==> config.mk <==
export PLATFORM = sky130hd
export DESIGN_NAME = seg_bounds_unit
export DESIGN_NICKNAME = d
export VERILOG_FILES = /design/src/rtl/segb_pkg.sv /design/src/rtl/segb_check.sv /design/src/rtl/segb_regs.sv /design/src/rtl/seg_bounds_unit.sv
export SDC_FILE = /design/constraint.sdc
export NUM_CORES = 1
export LEC_CHECK = 0
export BUFFER_PORTS_ARGS = -buffer_cell sky130_fd_sc_hd__buf_2
export CAP_MARGIN = 15
export CORE_UTILIZATION = 55
export DETAILED_ROUTE_END_ITERATION = 8
export GPL_TIMING_DRIVEN = 0
export PLACE_DENSITY = 0.86
export SLEW_MARGIN = 20
export SYNTH_ARGS = -nofsm -noshare
export SYNTH_HDL_FRONTEND = slang
export SYNTH_SLANG_ARGS = --single-unit
export TNS_END_PERCENT = 30
==> constraint.sdc <==
create_clock -name clk -period 5.3 [get_ports clk]
set_clock_uncertainty 0.05 [all_clocks]
set_input_delay 1.06 -clock clk [delete_from_list [all_inputs] [get_ports clk]]
set_output_delay 1.06 -clock clk [all_outputs]
set_load 0.01 [all_outputs]
==> src/rtl/segb_pkg.sv <==
package segb_pkg;

    typedef enum logic [2:0] {
        OP_IDLE  = 3'd0,
        OP_FETCH = 3'd1,
        OP_READ  = 3'd2,
        OP_WRITE = 3'd3,
        OP_PUSH  = 3'd4,
        OP_POP   = 3'd5,
        OP_MARK  = 3'd6,
        OP_RET   = 3'd7
    } segb_op_e;

    typedef enum logic [2:0] {
        SEL_PBASE = 3'd0,
        SEL_PLIM  = 3'd1,
        SEL_DBASE = 3'd2,
        SEL_DLIM  = 3'd3,
        SEL_SLIM  = 3'd4,
        SEL_SPTR  = 3'd5,
        SEL_MARK  = 3'd6,
        SEL_NONE  = 3'd7
    } segb_sel_e;

    typedef struct packed {
        logic prog;
        logic ovf;
        logic unf;
        logic data;
    } segb_fault_t;

endpackage

==> src/rtl/segb_check.sv <==
module segb_check
    import segb_pkg::*;
#(
    parameter int AW = 16
) (
    input  logic          clk,
    input  logic          rst_n,
    input  segb_op_e      op,
    input  logic          host_busy,
    input  logic [AW-1:0] pc,
    input  logic [AW-1:0] addr,
    input  logic [AW-1:0] pbase,
    input  logic [AW-1:0] plim,
    input  logic [AW-1:0] dbase,
    input  logic [AW-1:0] dlim,
    input  logic [AW-1:0] slim,
    input  logic [AW-1:0] sptr,
    input  logic [AW-1:0] mark,
    output segb_fault_t   fault,
    output logic          grant,
    output logic          push_ok,
    output logic          pop_ok,
    output logic          do_mark,
    output logic          do_ret
);

    localparam int EW = AW + 1;

    logic [EW-1:0] sp_next_up;
    logic          in_prog;
    logic          in_data;
    logic          room_up;
    logic          below_floor;

    assign sp_next_up  = {1'b0, sptr} + EW'(1);
    assign in_prog     = (pc >= pbase) && (pc <= plim);
    assign in_data     = (addr >= dlim) && (addr <= sptr);
    assign room_up     = (sp_next_up <= {1'b0, slim});
    assign below_floor = (sptr < mark) || (sptr < dbase);

    always_comb begin
        fault   = '0;
        grant   = 1'b0;
        push_ok = 1'b0;
        pop_ok  = 1'b0;
        do_mark = 1'b0;
        do_ret  = 1'b0;
        if (!host_busy) begin
            unique case (op)
                OP_IDLE: ;
                OP_FETCH: begin
                    grant      = in_prog;
                    fault.prog = !in_prog;
                end
                OP_READ, OP_WRITE: begin
                    grant      = in_data;
                    fault.data = !in_data;
                end
                OP_PUSH: begin
                    push_ok   = room_up;
                    grant     = room_up;
                    fault.ovf = !room_up;
                end
                OP_POP: begin
                    pop_ok    = !below_floor;
                    grant     = !below_floor;
                    fault.unf = below_floor;
                end
                OP_MARK: begin
                    do_mark = 1'b1;
                    grant   = 1'b1;
                end
                OP_RET: begin
                    do_ret = 1'b1;
                    grant  = 1'b1;
                end
            endcase
        end
    end

    AST_ONE_FAULT: assert property (@(posedge clk) disable iff (!rst_n)
        $onehot0(fault));
    AST_GRANT_CLEAN: assert property (@(posedge clk) disable iff (!rst_n)
        grant |-> (fault == '0));
    AST_HOST_QUIET: assert property (@(posedge clk) disable iff (!rst_n)
        host_busy |-> (!grant && fault == '0));
    AST_IDLE_QUIET: assert property (@(posedge clk) disable iff (!rst_n)
        (op == OP_IDLE) |-> (!grant && fault == '0));

endmodule

==> src/rtl/segb_regs.sv <==
module segb_regs
    import segb_pkg::*;
#(
    parameter int AW = 16
) (
    input  logic          clk,
    input  logic          rst_n,
    input  logic          host_we,
    input  segb_sel_e     host_sel,
    input  logic [AW-1:0] host_wdata,
    input  logic          push_ok,
    input  logic          pop_ok,
    input  logic          do_mark,
    input  logic          do_ret,
    input  logic          stack_fault,
    output logic [AW-1:0] pbase,
    output logic [AW-1:0] plim,
    output logic [AW-1:0] dbase,
    output logic [AW-1:0] dlim,
    output logic [AW-1:0] slim,
    output logic [AW-1:0] sptr,
    output logic [AW-1:0] mark
);

    localparam logic [AW-1:0] TOP = '1;

    always_ff @(posedge clk or negedge rst_n) begin
        if (!rst_n) begin
            pbase <= '0;
            plim  <= TOP;
            dbase <= '0;
            dlim  <= '0;
            slim  <= TOP;
            sptr  <= '0;
            mark  <= '0;
        end else if (host_we) begin
            unique case (host_sel)
                SEL_PBASE: pbase <= host_wdata;
                SEL_PLIM:  plim  <= host_wdata;
                SEL_DBASE: dbase <= host_wdata;
                SEL_DLIM:  dlim  <= host_wdata;
                SEL_SLIM:  slim  <= host_wdata;
                SEL_SPTR:  sptr  <= host_wdata;
                SEL_MARK:  mark  <= host_wdata;
                SEL_NONE:  ;
            endcase
        end else begin
            if (push_ok)      sptr <= sptr + AW'(1);
            else if (pop_ok)  sptr <= sptr - AW'(1);
            else if (do_ret)  sptr <= mark;
            if (do_mark)      mark <= sptr;
        end
    end

    AST_PUSH_STEP: assert property (@(posedge clk) disable iff (!rst_n)
        push_ok |=> (sptr == $past(sptr) + AW'(1)));
    AST_POP_STEP: assert property (@(posedge clk) disable iff (!rst_n)
        pop_ok |=> (sptr == $past(sptr) - AW'(1)));
    AST_FAULT_HOLD: assert property (@(posedge clk) disable iff (!rst_n)
        stack_fault |=> $stable(sptr));
    AST_MARK_LOAD: assert property (@(posedge clk) disable iff (!rst_n)
        do_mark |=> (mark == $past(sptr)));
    AST_RET_LOAD: assert property (@(posedge clk) disable iff (!rst_n)
        do_ret |=> (sptr == $past(mark)));

endmodule

==> src/rtl/seg_bounds_unit.sv <==
module seg_bounds_unit
    import segb_pkg::*;
#(
    parameter int AW = 16
) (
    input  logic          clk,
    input  logic          rst_n,
    input  logic          host_we,
    input  logic [2:0]    host_sel,
    input  logic [AW-1:0] host_wdata,
    input  logic [2:0]    op,
    input  logic [AW-1:0] pc,
    input  logic [AW-1:0] addr,
    output logic          grant,
    output logic          fault_prog,
    output logic          fault_ovf,
    output logic          fault_unf,
    output logic          fault_data,
    output logic [AW-1:0] sp_out,
    output logic [AW-1:0] sm_out
);

    logic [AW-1:0] pbase, plim, dbase, dlim, slim, sptr, mark;
    segb_fault_t   fault;
    logic          push_ok, pop_ok, do_mark, do_ret;

    segb_regs #(.AW(AW)) u_regs (
        .clk         (clk),
        .rst_n       (rst_n),
        .host_we     (host_we),
        .host_sel    (segb_sel_e'(host_sel)),
        .host_wdata  (host_wdata),
        .push_ok     (push_ok),
        .pop_ok      (pop_ok),
        .do_mark     (do_mark),
        .do_ret      (do_ret),
        .stack_fault (fault.ovf | fault.unf),
        .pbase       (pbase),
        .plim        (plim),
        .dbase       (dbase),
        .dlim        (dlim),
        .slim        (slim),
        .sptr        (sptr),
        .mark        (mark)
    );

    segb_check #(.AW(AW)) u_check (
        .clk       (clk),
        .rst_n     (rst_n),
        .op        (segb_op_e'(op)),
        .host_busy (host_we),
        .pc        (pc),
        .addr      (addr),
        .pbase     (pbase),
        .plim      (plim),
        .dbase     (dbase),
        .dlim      (dlim),
        .slim      (slim),
        .sptr      (sptr),
        .mark      (mark),
        .fault     (fault),
        .grant     (grant),
        .push_ok   (push_ok),
        .pop_ok    (pop_ok),
        .do_mark   (do_mark),
        .do_ret    (do_ret)
    );

    assign fault_prog = fault.prog;
    assign fault_ovf  = fault.ovf;
    assign fault_unf  = fault.unf;
    assign fault_data = fault.data;
    assign sp_out     = sptr;
    assign sm_out     = mark;

endmodule

==> metrics, run 1 <==
async set or reset register ratio after synthesis 1.00; Tot Pwr 3.34 mW; via count 7,343; 1st-pass router iterations 6; WL per Instance 19.3 µm; share of cells above drive strength 1 0.209; hpwl dp 17.8 mm; Post-Syn Area 0.00811 mm²; Sinks on Clock Net 112; GPL Wtd Cong 0.957; grt ovf 0; worst hold margin 0.435 ns; CTS tree built; Final Slew Violations 0; PD cells 362 mW/mm²; worst-margin pin slew 0.777 ns; Die Span X 123 µm; final worst-path cycle share 0.966; Crit Path Max Fanout 10; post-layout min period 5.12 ns; run status finished, final reports clean; Initial DRC Count 726; final worst setup slack 0.182 ns; first-pass GRT wire length 36.3 mm; R2R cell count 16; initial antenna violation count 0; Nets 1,187; RSZ-0062 raised after global routing true; diodes inserted 0; pre-CTS WS -0.121 ns; Clock transition at path regs 0.07 ns; Critical Path End Type primary output; Main synth FF type dfrtp_1; DIE HEIGHT 123 µm; #FFs+latches synth 112; effective utilization at floorplan 0.560; WS Path Type reg -> out; Post-synth EDFFs 0; largest net degree at the start of global routing 60; Num CTS Buffers 9; Static Leak 4.44 nW; core area 0.0145 mm²; final hold vios 0; max-capacitance violation count 0; Max H-tree Level 3; Cell Rows 44; die area 0.0152 mm²; Core Util, Final 0.639; max_slew headroom 0.482; CP arrival 4.01 ns; post-synthesis sequential area ratio 0.350; Via density 6.08; Hold Path Class reg -> reg; Max VDD drop 0.000217 V; num ports 94; Max Freq 195 MHz; dpl cell area 0.00883 mm²; Post-Route WL 23.3 mm; hold path cells 2; hold-fix buffers at CTS 0; DRC errors left 0; CP Launch Type register; Synth Instances 911; WP data required 4.19 ns; final setup fails 0; Root Buffer clkbuf_16; Syn. warnings 0; syn avg cell area 8.91 µm²; Syn Nets 1,080; Design Area, Final 0.00925 mm²; Layout Area Growth over Synthesis 14.0%; Clk Latency, worst-skew pair 0.36 ns; gr usage total 0.318; post-route ant nets 0; port bufs 91; Netlist cell types 69; vias in the first global route 7,140; maximum root-to-sink buffer count 2
## repair_timing
action | CTS | global route
endpoints found under the setup margin | 2 | 2
gates resized for setup | 7 | 14
setup buffers | 2 | 3
pin swaps | 0 | 1
## final cells by class
class,instances,area (µm²)
Timing Repair Buffer,97,527
Tap cell,184,230
Buffer,37,210
Sequential cell,112,2850
Multi-Input combinational cell,643,4690
Clock buffer,11,243
Clock inverter,5,56.3
Fill cell,1172,5230
Inverter,118,443
## placed cells by master (no fill, tap or decap), types with 3 or more instances in the layout
master,count
inv_1,117
nand2_1,112
ha_1,111
buf_2,93
o21ai_0,85
dfrtp_1,76
nor2_1,53
a21oi_1,34
dfstp_2,32
a21o_1,25
xnor2_1,24
clkbuf_1,23
a31oi_1,22
mux2_2,21
nand4_1,16
nand3_1,10
mux2i_1,10
nor3_1,9
nand2b_1,9
o221a_2,9
clkbuf_16,9
buf_4,8
buf_6,6
nor4_1,6
nor2b_1,6
o21ai_1,6
a211oi_1,4
and3_1,4
or3_1,4
a221o_1,4
dfrtp_2,4
o31ai_1,3
o21a_1,3
o221ai_1,3
or4_1,3
## sequential cells by signal, summed over array words and instances, names as in the netlist
signal,count
u_regs.sptr,16
u_regs.plim,16
u_regs.dlim,16
u_regs.slim,16
u_regs.dbase,16
u_regs.mark,16
u_regs.pbase,16
## logic make-up (layout without fill, tap and decap cells)
kind of cell    count (synthesis)  in the layout  share of synthesized area
flops                         112            112                      0.350
simple gates                  251            251                      0.149
buf+inv                       156            268                     0.0803
xor+xnor                       25             25                     0.0270
mux                            31             31                     0.0415
fa+ha+maj                     112            112                      0.173
compound gates                224            224                      0.179
## synthesized netlist by cell type (2+ instances only)
cell / n / area, µm²
nor2b_1: 6 / 37.5
nand3_1: 10 / 50.1
nand4_1: 16 / 100
buf_2: 4 / 20.0
a2111oi_0: 3 / 26.3
nand4_2: 2 / 25.0
buf_4: 2 / 15.0
nand2_1: 112 / 420
ha_1: 112 / 1400
o2111ai_1: 2 / 17.5
and3_1: 4 / 25.0
nor4_1: 8 / 50.1
a2111o_1: 2 / 22.5
clkbuf_1: 25 / 93.8
nand2b_1: 9 / 56.3
nor2_1: 53 / 199
mux2i_1: 10 / 100
dfstp_2: 32 / 841
or4_4: 2 / 22.5
a21o_1: 25 / 188
o21ai_0: 85 / 425
a211oi_1: 4 / 30.0
a22o_1: 2 / 17.5
o21a_1: 3 / 22.5
o221ai_1: 4 / 35.0
nor3b_1: 2 / 15.0
o21ai_1: 6 / 30.0
a221o_1: 4 / 40.0
nor3_1: 9 / 45.0
o221a_2: 9 / 101
o31ai_1: 3 / 22.5
a21oi_1: 34 / 170
buf_6: 5 / 56.3
or4_1: 3 / 22.5
mux2_2: 21 / 236
or3_1: 5 / 31.3
a221oi_2: 2 / 30.0
dfrtp_1: 80 / 2000
inv_1: 117 / 439
xnor2_1: 24 / 210
a31oi_1: 22 / 138
## layer usage
layer	global-route usage	vias to the layer above	part of all wire
met1	0.401	3545	0.40
li1	-	3391	-
met4	0.123	0	0.038
met2	0.534	340	0.48
met3	0.0650	67	0.078
met5	0	-	0
## final timing paths
kind	from	endpoint	slack, ns
setup / recovery	u_regs.sptr[8]	grant	0.18
max in group asynchronous	rst_n	u_regs.plim[3]	3.88
hold reg to reg	u_regs.dlim[12]	u_regs.dlim[12]	0.44
hold / removal	u_regs.dlim[12]	u_regs.dlim[12]	0.44
setup reg to reg	u_regs.sptr[8]	u_regs.sptr[13]	0.98
min in group asynchronous	rst_n	u_regs.dlim[14]	0.59
## power breakdown
group / switching [mW] / internal [mW]
clock network: 0.322 / 0.379
logic: 0.822 / 0.597
registers: 0.145 / 1.08
total: 1.29 / 2.06
## through the flow
step | instances | TNS, ns
after detailed placement | 1187 | -0.121
final | 1207 | 0
after global placement | 1186 | -0.0960
after global routing | 1207 | -0.00924
after floorplan | 911 | 0
after CTS | 1205 | 0
## worst max-delay path, cell delays in order (launching register included)
cell	delay (ns)
dfrtp_1	0.43
clkbuf_2	0.28
nand4_1	0.29
nor2_1	0.17
nand2_1	0.10
nor2_1	0.14
xnor2_1	0.11
ha_1	0.32
nand3_1	0.13
or3_4	0.44
a311o_1	0.32
a31o_4	0.30
nand2_1	0.07
nor2_1	0.04
o2111ai_2	0.18
o221ai_2	0.14
buf_2	0.18
(Power assumes the default switching activity.)
==> inputs of run 2 (changes only) <==
--- a/config.mk
+++ b/config.mk
@@ -5,12 +5,13 @@
 export SDC_FILE = /design/constraint.sdc
 export NUM_CORES = 1
 export LEC_CHECK = 0
-export BUFFER_PORTS_ARGS = -buffer_cell sky130_fd_sc_hd__buf_2
+export BUFFER_PORTS_ARGS = -buffer_cell sky130_fd_sc_hd__clkbuf_2
 export CAP_MARGIN = 15
 export CORE_UTILIZATION = 55
 export DETAILED_ROUTE_END_ITERATION = 8
 export GPL_TIMING_DRIVEN = 0
 export PLACE_DENSITY = 0.86
+export SETUP_SLACK_MARGIN = 0.5
 export SLEW_MARGIN = 20
 export SYNTH_ARGS = -nofsm -noshare
 export SYNTH_HDL_FRONTEND = slang
==> run 2 against run 1 <==
Highest routed layer unchanged. Worst setup slack improved by 0.23 ns. Sequential cell count did not move. Fmax rose by 4.8%. Die area did not move. Hold slack improved by 0.00052 ns. Non-clock buffer count rose by 14. Sequential share of layout area fell by 0.60 points. Critical path type unchanged. Combinational power rose by 7%. Clock power fell by 3.7%. Via count rose by 2.9%. Critical endpoint unchanged.
==> metrics, run 2 (same netlist as run 1, synthesis figures left out) <==
maximum root-to-sink buffer count 2 (unchanged); worst-margin pin slew 0.764 ns (was 0.777 ns); GR Util met3 0.0959 (was 0.0650); Nets 1,201 (was 1,187); largest net degree at the start of global routing 59 (was 60); Critical Path End Type primary output (unchanged); WP data required 4.19 ns (about the same); Hold Path Class reg -> reg (unchanged); share of cells above drive strength 1 0.231 (was 0.209); Max VDD drop 0.000242 V (was 0.000217 V); hold-fix buffers at CTS 0 (unchanged); Reg-to-Reg Start u_regs.sptr[0] (was u_regs.sptr[8]); Num CTS Buffers 9 (unchanged); Post-Route WL 24.2 mm (was 23.3 mm); WL per Instance 19.8 µm (was 19.3 µm); initial antenna violation count 0 (unchanged); R2R cell count 17 (was 16); Initial DRC Count 802 (was 726); CP cell instances ha_4 -> nand3_2 -> or2_1 -> buf_6 -> nor2_1 -> xnor2_1 -> ha_1 -> nand2_1 -> or3_4 -> a311o_1 -> a31o_4 -> nand2_1 -> nor2_1 -> o2111ai_2 -> o221ai_2 -> clkbuf_2 (was clkbuf_2 -> nand4_1 -> nor2_1 -> nand2_1 -> nor2_1 -> xnor2_1 -> ha_1 -> nand3_1 -> or3_4 -> a311o_1 -> a31o_4 -> nand2_1 -> nor2_1 -> o2111ai_2 -> o221ai_2 -> buf_2); CP Launch Point u_regs.sptr[0] (was u_regs.sptr[8]); Max Freq 205 MHz (was 195 MHz); GPL Wtd Cong 0.954 (was 0.957); max-capacitance violation count 0 (unchanged); hold path cells 2 (unchanged); effective utilization at floorplan 0.560 (unchanged); CTS tree built (unchanged); Crit Path Max Fanout 7 (was 10); register area 0.00285 mm² (about the same); hpwl dp 17.8 mm (about the same); Slowest cell on crit path dfrtp_2 (was or3_4); gr usage total 0.336 (was 0.318); fill count 1,168 (was 1,172); Buf/Inv on CP 2 (unchanged); Layout Area Growth over Synthesis 16.3% (was 14.0%); grt ovf 0 (unchanged); worst hold margin 0.436 ns (was 0.435 ns); Final Slew Violations 0 (unchanged); run status finished, final reports clean (unchanged); CP Launch Type register (unchanged); max_slew headroom 0.491 (was 0.482); DRC errors left 0 (unchanged); Die Span X 123 µm (unchanged); grt met2 use 0.549 (was 0.534); DIE HEIGHT 123 µm (unchanged); most common cell after layout, fill and taps aside inv_1 (unchanged); Clk Latency, worst-skew pair 0.37 ns (was 0.36 ns); final setup fails 0 (unchanged); grt peak-use layer met2 (unchanged); GR Util met1 0.404 (was 0.401); multi-input combinational cell area 0.00476 mm² (was 0.00469 mm²); Root Buffer clkbuf_16 (unchanged); RSZ-0062 raised after global routing true (unchanged); core area 0.0145 mm² (unchanged); via count 7,558 (was 7,343); 1st-pass router iterations 5 (was 6); Sinks on Clock Net 112 (unchanged); post-layout min period 4.88 ns (was 5.12 ns); Setup TNS 0 ns (unchanged); diodes inserted 0 (unchanged); Core Util, Final 0.652 (was 0.639); CP Depth 16 (unchanged); Largest stage delay, worst path 0.41 ns (was 0.44 ns); Via density 6.19 (was 6.08); PD cells 362 mW/mm² (about the same); Tot Pwr 3.42 mW (was 3.34 mW); CP arrival 3.77 ns (was 4.01 ns); Cell Rows 44 (unchanged); final worst-path cycle share 0.922 (was 0.966); Static Leak 4.53 nW (was 4.44 nW); port bufs 91 (unchanged); die area 0.0152 mm² (unchanged); WS Path Type reg -> out (unchanged); num ports 94 (unchanged); post-route ant nets 0 (unchanged); Clock transition at path regs 0.08 ns (was 0.07 ns); vias in the first global route 7,465 (was 7,140); most frequent cells in the layout inv_1, nand2_1, ha_1 (unchanged); first-pass GRT wire length 38.1 mm (was 36.3 mm); Max H-tree Level 3 (unchanged); critical hold path startpoint u_regs.dlim[4] (was u_regs.dlim[12]); Largest delay share family, worst path simple AND/OR/NAND/NOR gates (unchanged); final hold vios 0 (unchanged)
run 2: changes by cell type in the layout (fill, tap and decap cells not counted), moves of 3 or more:
cell and delta:
buf_6 +4, nor2_1 -3, nor2_2 +3, clkbuf_2 +89
buf_2 -89, buf_4 +8, inv_6 +3
run 2: stage by stage:
stage	area (µm²)	std cells	setup WS, ns
after floorplan	8120	911	0.607
after global placement	8800	1186	0.0304
after detailed placement	8840	1187	-0.0339
after CTS	9400	1220	0.514
after global routing	9440	1221	0.274
final	9440	1221	0.415
run 2: path summary, 6_finish.rpt:
check,end,slack [ns]
min in group asynchronous,u_regs.dlim[11],0.60
setup / recovery,grant,0.42
setup reg to reg,u_regs.sptr[10],1.19
hold reg to reg,u_regs.dlim[4],0.44
hold / removal,u_regs.dlim[4],0.44
max in group asynchronous,u_regs.plim[2],3.89
run 2: power by group:
group          internal, mW  total, mW  switching, mW
registers              1.08       1.22          0.143
logic                 0.647       1.52          0.873
clock network         0.339      0.675          0.337
total                  2.07       3.42           1.35
run 2: layer usage:
layer,part of all wire,wire length [µm]
met1,0.39,9400
met2,0.46,11100
met3,0.098,2370
met4,0.052,1260
met5,0,0
run 2: worst reg2reg max path: stages (launching register included):
cell	delay, ns
dfrtp_2	0.41
ha_4	0.15
nand3_2	0.12
or2_1	0.24
buf_6	0.14
nor2_1	0.14
xnor2_1	0.13
ha_1	0.33
nand2_1	0.08
or3_4	0.41
nor4_2	0.34
a31o_4	0.18
buf_4	0.15
nand4b_4	0.14
nand2_2	0.17
clkbuf_1	0.48
o21ai_1	0.12
a31oi_1	0.24
run 2: area by class of cell:
type / count / share of cell area
Clock inverter: 6 / 0.00543
Inverter: 118 / 0.0471
Clock buffer: 10 / 0.0253
Sequential cell: 112 / 0.302
Timing Repair Buffer: 110 / 0.0672
Buffer: 38 / 0.0243
Multi-Input combinational cell: 643 / 0.504
Tap cell: 184 / 0.0244
run 2: timing repair:
item                       4_1_cts  5_1_grt
setup endpoints to repair        2        2
pin swaps                       14        9
hold endpoints to repair         0        0
resized for setup               34        7
setup buffers                   17        1
==> inputs of run 3 (changes only) <==
--- a/config.mk
+++ b/config.mk
@@ -7,10 +7,11 @@
 export LEC_CHECK = 0
 export BUFFER_PORTS_ARGS = -buffer_cell sky130_fd_sc_hd__clkbuf_2
 export CAP_MARGIN = 15
-export CORE_UTILIZATION = 55
+export CORE_UTILIZATION = 54
 export DETAILED_ROUTE_END_ITERATION = 8
 export GPL_TIMING_DRIVEN = 0
-export PLACE_DENSITY = 0.86
+export PLACE_DENSITY = 0.88
+export RECOVER_POWER = 25
 export SETUP_SLACK_MARGIN = 0.5
 export SLEW_MARGIN = 20
 export SYNTH_ARGS = -nofsm -noshare
==> constraint.sdc (replaced) <==
create_clock -name clk -period 4.2 [get_ports clk]
set_clock_uncertainty 0.05 [all_clocks]
set_input_delay 0.84 -clock clk [delete_from_list [all_inputs] [get_ports clk]]
set_output_delay 0.84 -clock clk [all_outputs]
set_load 0.01 [all_outputs]
==> run 3 against run 2 <==
The run now ends with capacitance limit, slew limit, setup timing left. Via count increased by 5.5%. Utilization increased by 2.4 points. Sequential cell count unchanged. Final area increased by 4.5%.
==> metrics, run 3 (same netlist as run 1, synthesis figures left out) <==
run status finished with violations (was finished, final reports clean); failing checks capacitance limit, slew limit, setup timing; Cell Rows 44 (unchanged); share of cells above drive strength 1 0.270 (was 0.231); CP Launch Type register (unchanged); Setup TNS -0.850 ns (was 0 ns); core area 0.0146 mm² (was 0.0145 mm²); post-route ant nets 0 (unchanged); Sinks on Clock Net 112 (unchanged); initial antenna violation count 0 (unchanged); CP arrival 3.76 ns (was 3.77 ns); R2R cell count 16 (was 17); die area 0.0155 mm² (was 0.0152 mm²); 1st-pass router iterations 8 (was 5); Via density 6.37 (was 6.19); Worst R2R Setup Slack 0.24 ns (was 1.19 ns); vias in the first global route 7,714 (was 7,465); pre-CTS WS -0.330 ns (was -0.0339 ns); worst-margin pin slew 2.77 ns (was 0.764 ns); sw power 1.83 mW (was 1.35 mW); Num CTS Buffers 9 (unchanged); Clock power frac 0.207 (was 0.198); hold path cells 2 (unchanged); via count 7,972 (was 7,558); DIE HEIGHT 125 µm (was 123 µm); WL per Instance 21.2 µm (was 19.8 µm); RSZ-0062 raised after global routing true (unchanged); effective utilization at floorplan 0.556 (was 0.560); Clk Latency, worst-skew pair 0.36 ns (was 0.37 ns); gr usage total 0.320 (was 0.336); CTS tree built (unchanged); Max H-tree Level 3 (unchanged); post-layout min period 4.65 ns; Clock transition at path regs 0.07 ns (was 0.08 ns); diodes inserted 0 (unchanged); most common cell after layout, fill and taps aside inv_1 (unchanged); Slowest cell on crit path dfrtp_2 (unchanged); port bufs 91 (unchanged); Die Span X 125 µm (was 123 µm); DRC errors left 0 (unchanged); PD cells 476 mW/mm² (was 362 mW/mm²); Layout Area Growth over Synthesis 21.6% (was 16.3%); Post-Layout Cell Count 1,251 (was 1,221); most frequent cells in the layout inv_1, nand2_1, ha_1 (unchanged); max-capacitance violation count 1 (was 0); Max Freq 215 MHz; Largest stage delay, worst path 0.45 ns (was 0.41 ns); CP cell instances ha_4 -> nand3_4 -> or2_1 -> buf_6 -> nor4_4 -> xnor2_2 -> ha_1 -> nand3_2 -> or3_4 -> a311o_1 -> a31o_4 -> nand2_1 -> nor2_1 -> o2111ai_2 -> o221ai_2 -> clkbuf_2 (was ha_4 -> nand3_2 -> or2_1 -> buf_6 -> nor2_1 -> xnor2_1 -> ha_1 -> nand2_1 -> or3_4 -> a311o_1 -> a31o_4 -> nand2_1 -> nor2_1 -> o2111ai_2 -> o221ai_2 -> clkbuf_2); Root Buffer clkbuf_16 (unchanged); hpwl dp 17.8 mm (about the same); final worst-path cycle share 1.11; Initial DRC Count 999 (was 802); final hold vios 0 (unchanged); first-pass GRT wire length 38.9 mm (was 38.1 mm); WHS Endpoint u_regs.dlim[3] (was u_regs.dlim[4]); Core Util, Final 0.676 (was 0.652); Crit Path Max Fanout 5 (was 7); GPL Wtd Cong 0.956 (was 0.954); maximum root-to-sink buffer count 2 (unchanged); WS Path Type reg -> out (unchanged); sequential share of power 0.331 (was 0.358); max_slew headroom -0.849 (was 0.491); Hold Path Class reg -> reg (unchanged); Critical Path End Type primary output (unchanged); Reg-to-Reg Start u_regs.sptr[0] (unchanged); Comb pwr share 0.462 (was 0.445); Final Slew Violations 53 (was 0); Nets 1,231 (was 1,201); FF-to-FF End u_regs.sptr[4] (was u_regs.sptr[10]); num ports 94 (unchanged); Sw Share 0.390 (was 0.396); Tot Pwr 4.69 mW (was 3.42 mW); cell internal pwr 2.86 mW (was 2.07 mW); dpl cells 1,187 (unchanged); Post-Route WL 26.5 mm (was 24.2 mm); Largest delay share family, worst path simple AND/OR/NAND/NOR gates (unchanged); grt ovf 0 (unchanged); final setup fails 2 (was 0); Buf/Inv on CP 2 (unchanged); largest net degree at the start of global routing 62 (was 59); critical hold path startpoint u_regs.dlim[3] (was u_regs.dlim[4]); WP data required 3.31 ns (was 4.19 ns); final worst setup slack -0.453 ns (was 0.415 ns); Static Leak 4.73 nW (was 4.53 nW); Max VDD drop 0.000234 V (was 0.000242 V)
run 3: routing by layer:
layer,GRT usage,wire length (µm),up-vias
li1,-,-,3486
met1,0.388,9470,3691
met2,0.533,11900,610
met3,0.0696,3110,185
met4,0.165,1990,0
met5,0,0,-
run 3: worst max-delay path by stage:
stage | start | to | slack [ns] | cells after the start
floorplan | u_regs.sptr[0] | grant | 0.26 | 15
global placement | u_regs.sptr[0] | grant | -0.26 | 15
detailed placement | u_regs.sptr[9] | grant | -0.33 | 16
CTS | u_regs.sptr[0] | grant | -0.31 | 16
global route | u_regs.sptr[3] | grant | -0.59 | 16
finish | u_regs.sptr[0] | grant | -0.45 | 16
run 3: what timing repair did:
item | 4_1_cts | 5_1_grt
pin swaps | 14 | 11
buffers inserted | 24 | 23
setup endpoints to repair | 20 | 21
gates resized for setup | 31 | 47
endpoints found under the hold margin | 0 | 0
cloned | 0 | 1
hold buffers | 0 | 0
run 3: worst register-to-register path, cell delays in order (launching register included):
cell	delay [ns]
dfrtp_2	0.45
ha_4	0.19
nand3_4	0.09
or2_1	0.24
buf_6	0.14
nor4_4	0.18
xnor2_2	0.11
ha_1	0.32
nand3_2	0.08
or3_4	0.37
a311o_1	0.33
a31o_4	0.29
buf_4	0.15
and3_1	0.16
nor2_2	0.28
a221oi_2	0.12
mux2_2	0.29
run 3: area by class of cell:
type	instances	area, µm²
multi-input cells	643	4900
plain buffers	38	260
fillers	1017	4720
clock inverters	4	73.8
inverters	118	444
well taps	184	230
clock buffers	12	258
flip-flops and latches	112	2860
repair buffers	140	841
run 3: per-stage QoR:
stage / cell area (µm²) / hold WS, ns
after floorplan: 8180 / 0.400
after detailed placement: 8900 / 0.424
final: 9870 / 0.444
after CTS: 9530 / 0.392
after global routing: 9870 / 0.476
after global placement: 8870 / 0.414
run 3: power by group through the flow:
stage	sequential, mW	clock [mW]	combinational, mW
after global placement	1.57	0	1.61
final	1.55	0.971	2.17
after CTS	1.53	0.971	1.91
after floorplan	1.55	0	1.17
after global routing	1.57	1.01	2.36
after detailed placement	1.58	0	1.70
